$ cat src/rtl/shbus_pkg.sv
package shbus_pkg;
    typedef enum logic {
        PRI_FIXED  = 1'b0,
        PRI_ROTATE = 1'b1
    } prio_e;
endpackage

$ cat src/rtl/shbus_pick.sv
module shbus_pick #(
    parameter int NODES = 4,
    parameter int IDW   = $clog2(NODES)
) (
    input  logic [NODES-1:0]   act,
    input  shbus_pkg::prio_e   mode,
    input  logic [IDW-1:0]     last,
    output logic               found,
    output logic [IDW-1:0]     win
);
    logic [NODES-1:0] rot_req;
    logic [IDW-1:0]   rot_idx [NODES];
    logic [IDW-1:0]   fix_win;
    logic [IDW-1:0]   rot_win;

    // rotated view: slot i holds the node i+1 places after the last owner
    for (genvar i = 0; i < NODES; i++) begin : g_rot
        logic [IDW:0] sum;
        logic [IDW:0] wrapped;
        assign sum     = {1'b0, last} + (IDW+1)'(i + 1);
        assign wrapped = (sum >= (IDW+1)'(NODES)) ? (sum - (IDW+1)'(NODES)) : sum;
        assign rot_idx[i] = wrapped[IDW-1:0];
        assign rot_req[i] = act[wrapped[IDW-1:0]];
    end

    always_comb begin
        fix_win = '0;
        rot_win = '0;
        for (int i = NODES - 1; i >= 0; i--) begin
            if (act[i])     fix_win = IDW'(i);
            if (rot_req[i]) rot_win = rot_idx[i];
        end
    end

    assign found = |act;
    assign win   = (mode == shbus_pkg::PRI_ROTATE) ? rot_win : fix_win;
endmodule

$ cat src/rtl/shbus_tenure.sv
module shbus_tenure #(
    parameter int TMO_W = 8
) (
    input  logic             clk,
    input  logic             rst_n,
    input  logic             load,
    input  logic [TMO_W-1:0] load_val,
    input  logic             dec,
    output logic             zero_o
);
    logic [TMO_W-1:0] cnt_d, cnt_q;

    always_comb begin
        cnt_d = cnt_q;
        if (load)                    cnt_d = load_val;
        else if (dec && cnt_q != '0) cnt_d = cnt_q - 1'b1;
    end

    always_ff @(posedge clk or negedge rst_n) begin
        if (!rst_n) cnt_q <= '0;
        else        cnt_q <= cnt_d;
    end

    assign zero_o = (cnt_q == '0);
endmodule

$ cat src/rtl/shbus_arbiter.sv
module shbus_arbiter #(
    parameter int NODES = 4,
    parameter int TMO_W = 8,
    parameter int IDW   = $clog2(NODES)
) (
    input  logic             clk,
    input  logic             rst_n,
    input  logic [NODES-1:0] req_n,
    input  logic             rot_mode,
    input  logic             lock,
    input  logic [TMO_W-1:0] tmo_load,
    input  logic [IDW-1:0]   node_id,
    output logic             grant_o,
    output logic             owner_valid_o,
    output logic [IDW-1:0]   owner_o,
    output logic             timeout_o
);
    typedef struct packed {
        logic           valid;
        logic [IDW-1:0] owner;
        logic [IDW-1:0] last;
        logic           tmo;
        logic           excl_v;
        logic [IDW-1:0] excl_id;
    } arb_st_t;

    arb_st_t          st_d, st_q;
    logic [NODES-1:0] cand;
    logic [NODES-1:0] owner_oh;
    logic             others;
    logic             own_req;
    logic             found;
    logic [IDW-1:0]   win;
    logic             tmr_load;
    logic             tmr_dec;
    logic             tmr_zero;

    shbus_pick #(.NODES(NODES), .IDW(IDW)) u_pick (
        .act   (cand),
        .mode  (shbus_pkg::prio_e'(rot_mode)),
        .last  (st_q.last),
        .found (found),
        .win   (win)
    );

    shbus_tenure #(.TMO_W(TMO_W)) u_tenure (
        .clk      (clk),
        .rst_n    (rst_n),
        .load     (tmr_load),
        .load_val (tmo_load),
        .dec      (tmr_dec),
        .zero_o   (tmr_zero)
    );

    always_comb begin
        cand = ~req_n;
        if (st_q.excl_v) cand[st_q.excl_id] = 1'b0;
        owner_oh = '0;
        owner_oh[st_q.owner] = 1'b1;
        others  = |((~req_n) & ~owner_oh);
        own_req = ~req_n[st_q.owner];

        st_d     = st_q;
        st_d.tmo = 1'b0;
        tmr_load = 1'b0;
        tmr_dec  = 1'b0;

        if (!st_q.valid) begin
            st_d.excl_v = 1'b0;
            if (found) begin
                st_d.valid = 1'b1;
                st_d.owner = win;
                tmr_load   = 1'b1;
            end
        end else if (lock) begin
            st_d = st_q;
        end else if (!own_req) begin
            st_d.valid = 1'b0;
            st_d.last  = st_q.owner;
        end else if (tmr_zero) begin
            if (others) begin
                st_d.valid   = 1'b0;
                st_d.tmo     = 1'b1;
                st_d.last    = st_q.owner;
                st_d.excl_v  = 1'b1;
                st_d.excl_id = st_q.owner;
            end
        end else begin
            tmr_dec = 1'b1;
        end
    end

    always_ff @(posedge clk or negedge rst_n) begin
        if (!rst_n) begin
            st_q         <= '0;
            st_q.last    <= IDW'(NODES - 1);
        end else begin
            st_q <= st_d;
        end
    end

    assign owner_valid_o = st_q.valid;
    assign owner_o       = st_q.owner;
    assign timeout_o     = st_q.tmo;
    assign grant_o       = st_q.valid && (st_q.owner == node_id);
endmodule

$ cat config.mk
export PLATFORM = sky130hd
export DESIGN_NAME = shbus_arbiter
export DESIGN_NICKNAME = d
export VERILOG_FILES = /design/src/rtl/shbus_pkg.sv /design/src/rtl/shbus_pick.sv /design/src/rtl/shbus_tenure.sv /design/src/rtl/shbus_arbiter.sv
export SDC_FILE = /design/constraint.sdc
export NUM_CORES = 1
export LEC_CHECK = 0
export BUFFER_PORTS_ARGS = -buffer_cell sky130_fd_sc_hd__buf_2
export CORE_MARGIN = 10
export CORE_UTILIZATION = 55
export CTS_CLUSTER_SIZE = 30
export DETAILED_ROUTE_END_ITERATION = 16
export PLACE_DENSITY = 0.89
export SLEW_MARGIN = 20
export SYNTH_ARGS = -nofsm -noshare
export SYNTH_HDL_FRONTEND = slang
export SYNTH_SLANG_ARGS = --single-unit
$ cat constraint.sdc
create_clock -name clk -period 2.2 [get_ports clk]
set_input_delay 0.11 -clock clk [delete_from_list [all_inputs] [get_ports clk]]
set_output_delay 0.11 -clock clk [all_outputs]
set_load 0.01 [all_outputs]
# Word level (Yosys, flattened, before mapping)
# Index checks and enable logic that the tools add are counted.
dict set report classes {
  addsub 9
  magnitude_cmp 12
  n_eq_ne 5
  mux 49
  bitwise 8
  reduce_logical 15
}
# op n
set ops {}
lappend ops {{two-way mux 2 bit} 14}
lappend ops {{two-way mux 1 bit} 19}
lappend ops {{less-than comparator 2 x 3 -> 1 bit, second input constant} 6}
lappend ops {{two-way mux 8 bit} 2}
lappend ops {{>= comparator 3 bit, second input constant} 4}
lappend ops {{two-way mux 4 bit} 3}
lappend ops {{two-way mux 6 bit} 2}
lappend ops {{inverter 4 bit} 3}
lappend ops {{binary-select mux 1 bit (select 2 bit)} 5}
lappend ops {{bitwise AND 4 bit} 2}
lappend ops {{zero test 8 bit} 1}
lappend ops {{AND reduction 4 bit} 2}
lappend ops {{nonzero test 8 bit} 1}
lappend ops {{OR reduction 4 bit} 2}
lappend ops {{subtractor 2 x 1 -> 2 bit, second input constant} 4}
lappend ops {{subtractor 8 x 1 -> 8 bit, second input constant} 1}
lappend ops {{adder 2 x 2 -> 3 bit, second input constant} 2}
lappend ops {{two-way mux 3 bit} 2}
lappend ops {{nonzero test 2 bit} 3}
lappend ops {{AND reduction 5 bit} 1}
lappend ops {{demux 1 bit (select 2 bit)} 2}
lappend ops {{>= comparator 2 x 1 -> 1 bit, second input constant} 2}
lappend ops {{logical AND 1 bit} 4}
lappend ops {{inequality test 2 x 1 -> 1 bit, second input constant} 2}
lappend ops {{6 further kinds} 9}
dict set report word_totals {
  ff_bits 17
  input_bits 18
  out_inout_bits 5
  word_cells 105
}

# Longest topological paths before layout
# Gate-level depths: netlist of the first run.
dict set report depth {
  depth_word 16
  depth_mapped 7
  depth_no_buf 6
}

# Modules after synthesis
# From an unflattened synthesis of the first run, not the netlist that was laid out.
dict set report unflattened {
  cells_unflattened 122
  area_unflattened_um2 1171.1
}
# mod instances cells_each area_each_um2 seq_area_each_um2
set by_module_without_submodules {}
lappend by_module_without_submodules {shbus_arbiter 1 49 545.5 227.7}
lappend by_module_without_submodules {shbus_tenure 1 58 528.0 200.2}
lappend by_module_without_submodules {shbus_pick 1 15 97.6 0.0}

# Worst setup path after synthesis of the first run
# No wires, ideal clock.
dict set report synth_timing {
  kind {flip-flop to flip-flop}
  from {register st_q[4] (netlist name)}
  to {register st_q (netlist bit owner_o[1])}
  setup_time_ps 66
  arrival_time_ps 1851
  required_time_ps 2134
  slack_ps 283
  path_stages_with_launch 7
  path_buffers 1
  synth_period_minus_slack_ps 1917
  path_cell_list {dfstp_2 -> clkbuf_1 -> mux2_2 -> a31oi_1 -> nand2b_1 -> a2111oi_0 -> o32a_1}
}
dict set report synth_via {
  elab_chain_cells 10
  word_cells_on_any_way 29
  cone_classes {add/sub (8); order compare (4); mux (17)}
}
# element line_no
set synth_lines {}
lappend synth_lines {{adder 2 x 3 -> 3 bit} shbus_pick.sv:20} ;# assign sum = {1'b0, last} + (IDW+1)'(i + 1);
lappend synth_lines {{>= comparator 3 bit or subtractor 2 x 1 -> 2 bit (tied branches)} shbus_pick.sv:21} ;# assign wrapped = (sum >= (IDW+1)'(NODES)) ? (sum - (IDW+1)'(NODES)) : sum;
lappend synth_lines {{two-way mux 2 bit} shbus_pick.sv:21}
lappend synth_lines {{binary-select mux 1 bit (select 2 bit)} shbus_pick.sv:23} ;# assign rot_req[i] = act[wrapped[IDW-1:0]];
lappend synth_lines {{two-way mux 1 bit (implied by the code)} shbus_pick.sv:23}
lappend synth_lines {{two-way mux 2 bit (3 in a row)} shbus_pick.sv:31} ;# if (rot_req[i]) rot_win = rot_idx[i];
lappend synth_lines {{two-way mux 2 bit *} shbus_pick.sv:31}
lappend synth_lines {{two-way mux 2 bit *} shbus_pick.sv:36} ;# assign win = (mode == shbus_pkg::PRI_ROTATE) ? rot_win : fix_win;
lappend synth_lines {{to (signal assigned)} shbus_arbiter.sv:98} ;# st_q <= st_d;
lappend synth_lines {{to (decl)} shbus_arbiter.sv:27} ;# arb_st_t st_d, st_q;
# Mark *: on every way between the ends. The rest lies on a longest branch, timed or not. The select of a mux whose other input is x is not followed.
# A chain may end at the register's enable or synchronous reset.

# Worst setup path after layout of the first run
dict set report layout_timing {
  from {register u_tenure.cnt_q[3]}
  to {register st_q[0] in the netlist's numbering}
}
dict set report layout_via {
  elab_chain_cells 2
}
# element line_no
set layout_lines {}
lappend layout_lines {{from (decl)} shbus_tenure.sv:11} ;# logic [TMO_W-1:0] cnt_d, cnt_q;
lappend layout_lines {{from (signal assigned)} shbus_tenure.sv:21} ;# else cnt_q <= cnt_d;
lappend layout_lines {{zero test 8 bit} shbus_tenure.sv:24} ;# assign zero_o = (cnt_q == '0);
lappend layout_lines {{AND reduction 5 bit (no line)} n/a}
# Every way passes these cells.

==> out/metrics.yaml, run 1 <==
io_buffers: 22
drt_iter0_drc: 63
grt-ovfl-total: 0
grt_max_degree: 18
seqCellArea_um2: 428
clock_sinks: 17
cts_max_path_buffers: 2
grt_pass1_vias: 1124
die_area_um2: 4570
syn-num-nets: 155
period_minus_slack_ps: 2060
worstSetupEndpointType: "flop"
crit_required_ps: 2400
async_flop_share: 1.00
die_w_um: 67.6
num_rows: 17
worst_slew_pin_slew_ps: 696
drive_gt1_frac: 0.286
synth_flop_cell: "dfrtp_1"
cts_tree: "built"
path_class: "flop to flop"
root_buffer: "clkbuf_4"
coreArea_um2: 2190
grt.busiest_layer: "met2"
cts_buffers: 3
clk_latency_ps: 300
ys_seq_area_frac: 0.344
ys_types: 49
synth-edff-count: 0
drv_slew: 0
slowest_stage: "dfrtp_1"
syn2layout_area_growth_pct: 11.7
slew_headroom: 0.536
synth.top_cell.area_share: 0.302
yosys-top-cells-area: "dfrtp_1 30%, dfstp_2 4.2%, nand2b_1 4.0%"
h-tree-depth: 1
setup_viol: 0
cp.arrival_ps: 2260
critPathMaxFanout: 5
syn_area_um2: 1240
final_hold_viol_count: 0
gr-usage-met2: 0.217
yosys_warnings: 0
cellPowerDensity_nw_per_um2: 1140
via_count: 1121
p_total_w: 0.00159
antenna_cells: 0
dp.final_hpwl_um: 2230
synth_cells: 136
grt_pass1_wl_um: 5040
avgSynthCellArea_um2: 9.15
grtUsageMet1: 0.168
fillers: 189
startpoint_type: "flop"
cpPeakStageDelay_ps: 460
rsz0062_at_grt: "no"
crit_family: "simple AND/OR/NAND/NOR gates"
status: "finished clean"
final_antenna_net_count: 0
path_clk_slew_ps: 120
crit_buf_inv: 0
firstDrtPassIters: 4
synth_top_cell_by_area: "dfrtp_1"
fin_crit_sh: 0.937
hp-class: "input pin to flop"
grt_use_met3: 0.0496
fmax_mhz: 485
vias_per_cell: 6.16
irDropWorstVdd_v: 0.000785
synth-seq-cells: 17
p_leak_nw: 0.600
crit_chain: "nor4_4, nand2b_1, nor4_4, and2_1, mux2_1"
setup-tns-final_ps: 0
wire_per_inst_um: 16.2
antenna_found_initial: 0
multiInputGateArea_um2: 738
gp_congestion: 0.907
grt_use_total: 0.140
fp.dieH_um: 67.6
timing.max_cap.violations: 0
io_pins: 23
fin_util: 0.634
start_util: 0.568
nNetsFinal: 174
drc_errors: 0
crit_path_frequent_cell: "nor4_4"
wl_um: 2940
skew_ps: 13.1
[what timing repair did]
action | CTS | global route
resized for setup | 0 | 1
setup endpoints to repair | 0 | 1
setup buffers | 0 | 0
hold buffers | 1 | 0
hold endpoints to repair | 15 | 0
[layer usage]
layer | part of all wire | up-vias
li1 | - | 527
met1 | 0.41 | 534
met2 | 0.48 | 54
met3 | 0.092 | 6
met4 | 0.017 | 0
met5 | 0 | -
[layout by cell type (no fill, tap or decap), drive strengths merged, types with 2 or more instances in the layout]
master / n
a211oi: 2
nor4: 2
o22ai: 2
dfstp: 2
nand2: 12
buf: 23
nor3: 4
nand2b: 8
nor3b: 3
nand3b: 3
a21o: 2
dfrtp: 15
inv: 9
mux2i: 3
mux2: 5
clkbuf: 3
xor2: 5
nand3: 2
nor2: 6
o21ai: 7
a21oi: 7
a31oi: 7
[cells by family after synthesis]
logic type | count (synthesis) | synth area share
buf+inv | 19 | 0.0703
flops | 17 | 0.344
fa+ha+maj | 1 | 0.0100
compound gates | 38 | 0.216
simple gates | 46 | 0.230
mux | 9 | 0.0874
xor+xnor | 6 | 0.0422
[worst min-delay path: stages]
cell and delay (ps):
buf_2 70, nand2_1 30, o21ai_0 60
[layout make-up]
cell class	count	share of cell area
clock buffer	3	0.0162
clock inverter	1	0.00360
inverter	9	0.0243
multi-input combinational	100	0.531
sequential	17	0.308
tap	28	0.0252
timing repair buffer	24	0.0918
[power by group]
part | internal, W | leakage, nW | switching [W]
Clock | 0.0000677 | 0.0177 | 0.000109
Sequential | 0.000457 | 0.200 | 0.000204
Combinational | 0.000368 | 0.383 | 0.000382
[per-stage QoR]
step / cell area (µm²) / std cells / setup WS [ps] / hold WS (ps)
finish: 1390 / 182 / 138 / 0.502
global route: 1390 / 182 / 7.47 / 22.6
CTS: 1380 / 182 / 107 / 5.67
detailed placement: 1340 / 177 / 120 / 54.9
global placement: 1340 / 177 / 222 / 49.9
floorplan: 1240 / 136 / 283 / -186
[final timing paths]
| kind | slack [ps] | cells after the start | endpoint | start |
|---|---|---|---|---|
| max in group asynchronous | 1630 | 2 | st_q[4] | rst_n |
| min | 0.5 | 3 | u_tenure.cnt_q[0] | tmo_load[0] |
| min in group asynchronous | 240 | 2 | u_tenure.cnt_q[0] | rst_n |
| max reg2reg | 140 | 5 | st_q[0] | u_tenure.cnt_q[3] |
| max | 140 | 5 | st_q[0] | u_tenure.cnt_q[3] |
| min reg2reg | 530 | 1 | timeout_o | timeout_o |
[registers in the layout (all words and copies together) (netlist names)]
name            count
owner_o             2
owner_valid_o       1
st_q                5
timeout_o           1
u_tenure.cnt_q      8
[cell usage after synthesis, drive strengths merged (3+ instances only)]
master	n
a21oi	7
a31oi	7
buf	3
clkbuf	7
dfrtp	15
inv	9
mux2	5
mux2i	3
nand2	12
nand2b	8
nand3b	3
nor2	6
nor3	4
nor3b	3
o21ai	7
xor2	5
(Power assumes the default switching activity.)
==> inputs of run 2 (changes only) <==
--- a/config.mk
+++ b/config.mk
@@ -8,10 +8,11 @@
 export BUFFER_PORTS_ARGS = -buffer_cell sky130_fd_sc_hd__buf_2
 export CORE_MARGIN = 10
-export CORE_UTILIZATION = 55
+export CORE_UTILIZATION = 54
 export CTS_CLUSTER_SIZE = 30
 export DETAILED_ROUTE_END_ITERATION = 16
-export PLACE_DENSITY = 0.89
+export PLACE_DENSITY = 0.88
 export SLEW_MARGIN = 20
 export SYNTH_ARGS = -nofsm -noshare
 export SYNTH_HDL_FRONTEND = slang
+export SYNTH_HIERARCHICAL = 1
 export SYNTH_SLANG_ARGS = --single-unit
==> constraint.sdc (replaced) <==
create_clock -name clk -period 2.2 [get_ports clk]
set_input_delay 0.11 -clock clk [delete_from_list [all_inputs] [get_ports clk]]
set_output_delay 0.11 -clock clk [all_outputs]
set_load 0.02 [all_outputs]
==> run 2 against run 1 <==
  * The flow now finishes with violations (negative setup slack)
  * Die area shrank 3.0%
  * Wire length increased by 15%
  * Hold slack gained 35 ps
  * Sequential share of layout area fell by 2.8 points
==> out/metrics.yaml, run 2 <==
gp_congestion: 0.890  # was 0.907
path_class: "flop to flop"  # unchanged
wl_um: 3380  # was 2940 µm
skew_ps: 10.6  # was 13.1 ps
crit_chain: "inv_1, ha_4, or3b_4, nor2_1, buf_4, nor2_4, or3b_4, o311a_1, a221o_1"  # was nor4_4, nand2b_1, nor4_4, and2_1, mux2_1
num_rows: 16  # was 17
setup_viol: 2  # was 0
synth_top_cell_by_area: "dfrtp_1"  # unchanged
synth-seq-cells: 17  # unchanged
rsz0062_at_grt: "yes"  # was no
fmax_mhz: 448  # was 485 MHz
worstSetupEndpointType: "flop"  # unchanged
firstDrtPassIters: 4  # unchanged
cpPeakStageDelay_ps: 410  # was 460 ps
p_total_w: 0.00181  # was 0.00159 W
wire_per_inst_um: 17.7  # was 16.2 µm
reg2reg_from: "u_tenure/cnt_q[1]"  # was u_tenure.cnt_q[3]
clock_sinks: 17  # unchanged
top_layer: "met4"  # unchanged
slowest_stage: "or3b_4"  # was dfrtp_1
worst_r2r_endpoint: "u_tenure/cnt_q[7]"  # was st_q[0]
path_clk_slew_ps: 100  # was 120 ps
p_leak_nw: 0.669  # was 0.600 nW
nNetsFinal: 185  # was 174
drt_iter0_drc: 107  # was 63
grt_use_total: 0.149  # was 0.140
wl_met3_um: 295  # was 271 µm
synth-edff-count: 0  # unchanged
syn2layout_area_growth_pct: 30.9  # was 11.7%
largest_reg_flops: 8  # unchanged
regMostFlops: "u_tenure/cnt_q"  # was u_tenure.cnt_q
final_common_cell: "buf_2"  # unchanged
antenna_cells: 0  # unchanged
layout_setup_ws_ps: -30.8  # was 138 ps
start_util: 0.585  # was 0.568
coreArea_um2: 2000  # was 2190 µm²
violations: "negative setup slack"
synth.top_cell.area_share: 0.321  # was 0.302
worstHoldEndpoint: "u_tenure/cnt_q[3]"  # was u_tenure.cnt_q[0]
min_from: "tmo_load[3]"  # was tmo_load[0]
fin_crit_sh: 1.01  # was 0.937
grt_pass1_vias: 1182  # was 1,124
yosys-top-cells-area: "dfrtp_1 32%, dfstp_2 4.5%, mux2_2 3.8%"  # was dfrtp_1 30%, dfstp_2 4.2%, nand2b_1 4.0%
drive_gt1_frac: 0.433  # was 0.286
drv_slew: 0  # unchanged
slew_headroom: 0.499  # was 0.536
root_buffer: "clkbuf_4"  # unchanged
wl_met2_um: 1660  # was 1410 µm
async_flop_share: 1.00  # unchanged
cp.arrival_ps: 2430  # was 2260 ps
via_count: 1198  # was 1,121
setup-tns-final_ps: -49.8  # was 0 ps
crit_required_ps: 2400  # about the same
ys_top_cells_by_count: "15 x dfrtp_1, 8 x nor2_1, 7 x a31oi_1"  # was 15 x dfrtp_1, 12 x nand2_1, 9 x inv_1
final_hold_viol_count: 0  # unchanged
timing.max_cap.violations: 0  # unchanged
startpoint_type: "flop"  # unchanged
status: "finished with violations"  # was finished clean
dp.final_hpwl_um: 2410  # was 2230 µm
cts_tree: "built"  # unchanged
r2r_slack_ps: -30  # was 140 ps
io_pins: 23  # unchanged
yosysMostFrequentCell: "dfrtp_1"  # unchanged
grt-ovfl-total: 0  # unchanged
critPathMaxFanout: 6  # was 5
grt_pass1_wl_um: 5300  # was 5040 µm
vias_per_cell: 6.27  # was 6.16
cts_max_path_buffers: 2  # unchanged
cts_buffers: 3  # unchanged
avgSynthCellArea_um2: 9.60  # was 9.15 µm²
fp.dieH_um: 66.6  # was 67.6 µm
ys_types: 51  # was 49
clk_latency_ps: 310  # was 300 ps
final_antenna_net_count: 0  # unchanged
irDropWorstVdd_v: 0.000862  # was 0.000785 V
fin_util: 0.766  # was 0.634
syn-num-nets: 142  # was 155
final_cell_mix: "22 x buf_2, 20 x buf_4, 14 x dfrtp_1"  # was 22 x buf_2, 15 x dfrtp_1, 12 x nand2_1
io_buffers: 22  # unchanged
ys_seq_area_frac: 0.365  # was 0.344
pre_cts_ws_ps: -15.4  # was 120 ps
synth_cells: 122  # was 136
die_w_um: 66.6  # was 67.6 µm
h-tree-depth: 1  # unchanged
antenna_found_initial: 0  # unchanged
drt-met1-wl_um: 1370  # was 1210 µm
cellPowerDensity_nw_per_um2: 1180  # was 1140 nW/µm²
period_minus_slack_ps: 2230  # was 2060 ps
hold-path-cell-count: 3  # unchanged
worstSetupStartpoint: "u_tenure/cnt_q[1]"  # was u_tenure.cnt_q[3]
hp-class: "input pin to flop"  # unchanged
crit_path_frequent_cell: "or3b_4"  # was nor4_4
synth_flop_cell: "dfrtp_1"  # unchanged
grt_max_degree: 18  # unchanged
yosys_warnings: 6  # was 0
drc_errors: 0  # unchanged
fillers: 129  # was 189
die_area_um2: 4430  # was 4570 µm²
worst_slew_pin_slew_ps: 745  # was 696 ps
syn_area_um2: 1170  # was 1240 µm²
r2r_cells: 9  # was 5
## run 2: repair_timing
action	4_1_cts	5_1_grt
endpoints found under the hold margin	15	0
pin swaps	0	3
setup buffers	1	1
hold buffers	1	0
gates resized for setup	1	11
setup endpoints to repair	3	8
## run 2: where the power goes
part	switching [W]	internal [W]	leakage (nW)	total, W
registers	0.000111	0.000452	0.205	0.000563
clock network	0.000104	0.0000710	0.0150	0.000175
logic	0.000544	0.000533	0.449	0.00108
## run 2: worst max-delay path by stage
stage | end | slack (ps) | depth (start not counted)
global placement | u_tenure/cnt_q[7] | 40 | 6
global route | u_tenure/cnt_q[3] | -90 | 9
finish | u_tenure/cnt_q[7] | -30 | 9
detailed placement | u_tenure/cnt_q[7] | -20 | 6
CTS | u_tenure/cnt_q[7] | -6 | 6
floorplan | u_tenure/cnt_q[7] | -90 | 6
## run 2: metal layers
layer / global-route usage / vias to the layer above
li1: - / 552
met1: 0.168 / 579
met2: 0.251 / 58
met3: 0.0602 / 9
met4: 0.0445 / 0
met5: 0 / -
## run 2: logic make-up (layout without fill, tap and decap cells)
| logic type | Yosys count | after routing | synth area share |
|---|---|---|---|
| DFF | 17 | 17 | 0.365 |
| buffers and inverters | 12 | 54 | 0.0470 |
| muxes | 8 | 8 | 0.0919 |
| AOI/OAI and AO/OA | 35 | 35 | 0.219 |
| and+or+nand+nor | 46 | 46 | 0.240 |
| xor gates and xnor gates | 2 | 2 | 0.0150 |
| adders and majority gates | 2 | 2 | 0.0214 |
## run 2: metrics by stage
stage	instances	instance area, µm²	hold slack [ps]
after floorplan	122	1180	-186
after global placement	184	1430	57.2
after detailed placement	184	1430	53.8
after CTS	190	1480	35.0
after global routing	191	1530	33.5
final	191	1530	35.7
## run 2: layout make-up
cell class | instances | area (µm²) | share of cell area
clock buffers | 4 | 26.3 | 0.0171
inverters | 7 | 30.0 | 0.0196
multi-input cells | 93 | 743 | 0.485
flip-flops and latches | 17 | 429 | 0.280
well taps | 27 | 33.8 | 0.0220
repair buffers | 43 | 270 | 0.176
## run 2: critical path: cells and delay by family, from the launching register on
family          cells  cell delay, ps
simple gates        4             790
compound gates      2             570
flops               1             370
buf+inv             2             240
fa+ha+maj           1             160
